[config.mk]
export PLATFORM = sky130hd
export DESIGN_NAME = va_fault_eval
export DESIGN_NICKNAME = d
export VERILOG_FILES = /design/src/rtl/va_chk_pkg.sv /design/src/rtl/va_fault_eval.sv
export SDC_FILE = /design/constraint.sdc
export NUM_CORES = 1
export LEC_CHECK = 0
export BUFFER_PORTS_ARGS = -buffer_cell sky130_fd_sc_hd__buf_2
export CAP_MARGIN = 20
export CORE_MARGIN = 2
export CORE_UTILIZATION = 23
export DETAILED_ROUTE_END_ITERATION = 7
export PLACE_DENSITY_LB_ADDON = 0.12
export SYNTH_ARGS = -nofsm -noshare
export SYNTH_HDL_FRONTEND = slang
export SYNTH_SLANG_ARGS = --single-unit
[constraint.sdc]
create_clock -name vclk -period 1.4
set_input_delay 0.28 -clock vclk [all_inputs]
set_output_delay 0.28 -clock vclk [all_outputs]
set_load 0.02 [all_outputs]
[src/rtl/va_chk_pkg.sv]
package va_chk_pkg;

    localparam int VA_W  = 32;
    localparam int EXC_W = 7;

    localparam int EXC_MISS_RD = 0;
    localparam int EXC_MISS_WR = 1;
    localparam int EXC_PROT_RD = 2;
    localparam int EXC_PROT_WR = 3;
    localparam int EXC_INIT_WR = 4;
    localparam int EXC_MULTI   = 5;
    localparam int EXC_ADDR    = 6;

    localparam logic [EXC_W-1:0] TLB_FAULT_SET = EXC_W'(7'b0111111);

    typedef enum logic [1:0] {
        ACC_READ  = 2'd0,
        ACC_WRITE = 2'd1,
        ACC_EXEC  = 2'd2
    } acc_kind_e;

    typedef enum logic [1:0] {
        RT_PASS = 2'd0,
        RT_XLAT = 2'd1,
        RT_AERR = 2'd2
    } route_e;

    typedef struct packed {
        logic            hit;
        logic            multi;
        logic [VA_W-1:0] ppn;
        logic [1:0]      size;
        logic            user;
        logic            wr;
        logic            dirty;
    } tlb_info_t;

    typedef struct packed {
        logic [EXC_W-1:0] exc;
        logic [VA_W-1:0]  pa;
    } verdict_t;

    function automatic logic [VA_W-1:0] page_mask(input logic [1:0] sz);
        logic [VA_W-1:0] m;
        case (sz)
            2'd0:    m = 32'hFFFF_FC00;
            2'd1:    m = 32'hFFFF_F000;
            2'd2:    m = 32'hFFFF_0000;
            default: m = 32'hFFF0_0000;
        endcase
        return m;
    endfunction

endpackage

[src/rtl/va_fault_eval.sv]
module va_fault_eval
    import va_chk_pkg::*;
(
    input  logic [VA_W-1:0] va,
    input  acc_kind_e       kind,
    input  logic            priv,
    input  tlb_info_t       tlb,
    output verdict_t        verdict
);
    logic            is_wr;
    logic            wr_ok;
    logic            rd_ok;
    logic [VA_W-1:0] mask;

    assign is_wr = (kind == ACC_WRITE);
    assign wr_ok = priv ? tlb.wr : (tlb.wr && tlb.user);
    assign rd_ok = priv || tlb.user;
    assign mask  = page_mask(tlb.size);

    always_comb begin
        verdict.exc = '0;
        verdict.pa  = '0;
        if (!tlb.hit) begin
            verdict.exc[is_wr ? EXC_MISS_WR : EXC_MISS_RD] = 1'b1;
        end else if (tlb.multi) begin
            verdict.exc[EXC_MULTI] = 1'b1;
        end else if (is_wr && !wr_ok) begin
            verdict.exc[EXC_PROT_WR] = 1'b1;
        end else if (is_wr && !tlb.dirty) begin
            verdict.exc[EXC_INIT_WR] = 1'b1;
        end else if (!is_wr && !rd_ok) begin
            verdict.exc[EXC_PROT_RD] = 1'b1;
        end else begin
            verdict.pa = (tlb.ppn & mask) | (va & ~mask);
        end
    end
endmodule

After elaboration in Yosys (flattened, before gate mapping)
Cells that the tools add are included.

Flip-flop bits (word level): 0. Input bits: 74. Logic and storage cells: 41.

Order comparisons: 2. Equal/unequal tests: 3. Mux-type cells: 21. Bitwise gates (word level): 4. Reduce and logical (&&, ||, !) cells: 11.

Operators by type and width (number): 32-bit two-way mux (5); 32-bit bitwise AND (2); 20-bit case mux with 3 select lines (1); 32-bit inverter (1); 32-bit bitwise OR (1); 1-bit two-way mux (11); 1-bit logical AND (5); 2-bit by 1-bit == test with 1-bit output (second input constant) (2); 1-bit logical NOT (4); 1-bit by 4-bit less-than comparator with 1-bit output (second input constant) (1); 4-bit two-way mux (1); 1-bit demux with 3-bit select (1); 3-bit two-way mux (1); 2-bit == test (second input constant) (1); 2-bit logical NOT (1); 2-bit two-way mux (1); 1-bit >= comparator (second input constant) (1); 1-bit logical OR (1).

Longest topological paths before layout
Depth after elaboration: 10. Gate-level depth with buffers: 4. Depth with buffers taken out: 3.

Least setup slack after synthesis
No wires, ideal clock.

Path kind: input-to-output. From: in tlb[37] (netlist bit). To: out verdict[36] (netlist bit). Arrival time: 1388 ps. Path slack: -268 ps. Stages on the path: 3. Cell sequence: nand2b_1 > nand2b_1 > nor4b_1.

RTL lines: start, declared (RTL line va_fault_eval.sv:7) `input tlb_info_t tlb,`; end, declared (RTL line va_fault_eval.sv:8) `output verdict_t verdict`.

==> key figures <==
Status
  – Outcome: finished, violations left
  – Failing checks: setup timing

Yosys
  – Yosys Warn Count: 0
  – Distinct cells, synth: 22
  – Cells after Synth: 71
  – Top post-synthesis cells by area: and2_1 31%, a21oi_2 11%, mux2i_1 8.7%
  – Post-synthesis area per instance: 6.45 um^2
  – Syn_nets: 145
  – Synth top area share: 0.314
  – Cell with the most instances after synthesis: and2_1
  – Mapped Area: 458 um^2
  – Sequential area share after synthesis: 0
  – Leading area contributor after synthesis: and2_1
  – Synth top cells by count: 23 x and2_1, 7 x nand2_1, 7 x nor2_1, 6 x a21oi_2

Setup path
  – Critical path capture point type: primary output
  – Crit path arrival time: 1.31 ns
  – CP Data Required Time: 1.12 ns
  – Crit Path Category: primary input to primary output
  – Startpoint Class: primary input
  – Crit-path max FO: 11
  – Crit path launch: kind[0]

Die
  – Die Ht: 48.6 um
  – Core area: 0.00192 mm^2
  – Die X: 48.6 um
  – Initial core utilization: 0.238
  – Rows: 16
  – Die area: 0.00236 mm^2
  – IO Count: 113

Worst hold path
  – Hold path start: va[3]
  – Worst Hold Class: primary input to primary output

Final layout
  – # diodes: 0
  – Area Overhead vs Synth: 189%
  – Number of fillers in the final layout: 162
  – FF/Latch Area: 0 um^2
  – Number of clock buffers in the layout: 0
  – Seq_cells: 0
  – Final Util: 0.689
  – Final Cell Area: 0.00132 mm^2
  – Multi-input gate area: 493 um^2
  – Final #Nets: 245
  – Share of cells above drive strength 1: 0.769

Placement
  – Pre-CTS setup slack: -0.227 ns
  – Final Wtd Congestion: 0.653
  – Post-detail-place hpwl: 1.49 mm
  – Port Buf Inserts: 90
  – DP Area: 976 um^2

STA
  – Crit share post-route: 1.14
  – Tmin final: 1.59 ns
  – Max Freq: 0.629 GHz
  – RSZ-0062 raised after global routing: true
  – Final setup vio count: 33
  – Final setup margin: -0.189 ns
  – Hold Slack: 0.863 ns
  – Fin. max-slew vios: 0
  – Fin. Hold Viols: 0

Global route
  – GRT overflow: 0
  – Gr usage total: 0.162
  – Largest net degree at the start of global routing: 23
  – Vias in the first global route: 768
  – Global-route wire length before repair: 3.28 mm
  – Initial antenna violation count: 0

Power
  – Sequential power share: 0
  – NetSw: 0.000168 W
  – Leakage power: 0.726 nW
  – Sw Share: 0.453
  – Int Power: 0.000203 W
  – Comb pwr share: 1.000
  – Pwr dens: 280 mW/mm^2
  – Clock share of power: 0
  – Max VDD drop: 0.000128 V

Run
  – Max Cap Viol: 0

Route
  – Via count: 871
  – Detailed router's first-iteration violation count: 6
  – Via density: 4.44
  – Wire length per cell: 13.2 um
  – Routed Antenna Nets: 0
  – Post-Route WL: 2.59 mm
  – Post-route DRC: 0
  – Router iterations before antenna repair: 4

Clock tree
  – CTS Hold Bufs: 0
[kinds of logic after synthesis]
logic type      count (synthesis)  share of synthesized area
compound gates                 11                      0.210
other cells                     1                    0.00819
mux                             4                     0.0874
buf+inv                         7                      0.117
simple gates                   48                      0.577
[final timing paths]
path | to | slack [ns] | cells after the start
setup / recovery | verdict[0] | -0.19 | 7
hold / removal | verdict[3] | 0.86 | 3
[area by class of cell]
class,instances,share of cell area
Tap cell,27,0.0255
Inverter,1,0.00284
Multi-Input combinational cell,64,0.372
Timing Repair Buffer,104,0.599
[critical path: stages]
cell and delay, ns:
buf_6 0.09, nor2b_4 0.14, a211oi_4 0.22, buf_6 0.15, clkbuf_16 0.14, and2_1 0.14, buf_4 0.15
[cell usage in the layout (no fill, tap or decap), types with 2 or more instances in the layout]
cell type | synthesis | layout
a21oi_2 | 6 | 6
nand3_1 | 4 | 4
o21ai_0 | 2 | 2
nand2b_4 | 0 | 2
nor2_1 | 7 | 6
clkbuf_16 | 0 | 2
and2_1 | 23 | 12
buf_6 | 3 | 26
buf_4 | 1 | 22
nand2_1 | 7 | 7
buf_2 | 1 | 53
mux2i_1 | 4 | 4
and2_4 | 0 | 11
[routing by layer]
layer,share of wire,GRT usage
met2,0.58,0.342
met3,0.094,0.0340
met5,0,0
met1,0.33,0.167
met4,0,0
[stage by stage]
| step | TNS, ns | power [W] | cells |
|---|---|---|---|
| after CTS | -2.85 | 0.000317 | 191 |
| after floorplan | -0.246 | 0.000145 | 71 |
| after detailed placement | -5.29 | 0.000267 | 190 |
| after global placement | -4.82 | 0.000262 | 190 |
| after global routing | -4.97 | 0.000397 | 196 |
| final | -3.71 | 0.000371 | 196 |
[power by group through the flow]
stage | Combinational (W) | Clock [W] | Sequential (W)
global route | 0.000397 | 0 | 0
detailed placement | 0.000267 | 0 | 0
global placement | 0.000262 | 0 | 0
finish | 0.000371 | 0 | 0
floorplan | 0.000145 | 0 | 0
CTS | 0.000317 | 0 | 0
[timing repair]
action | in CTS | in global routing
setup buffers | 1 | 3
cloned | 0 | 2
setup endpoints to repair | 34 | 34
pin swaps | 2 | 3
resized for setup | 58 | 22
(Power assumes the default switching activity.)
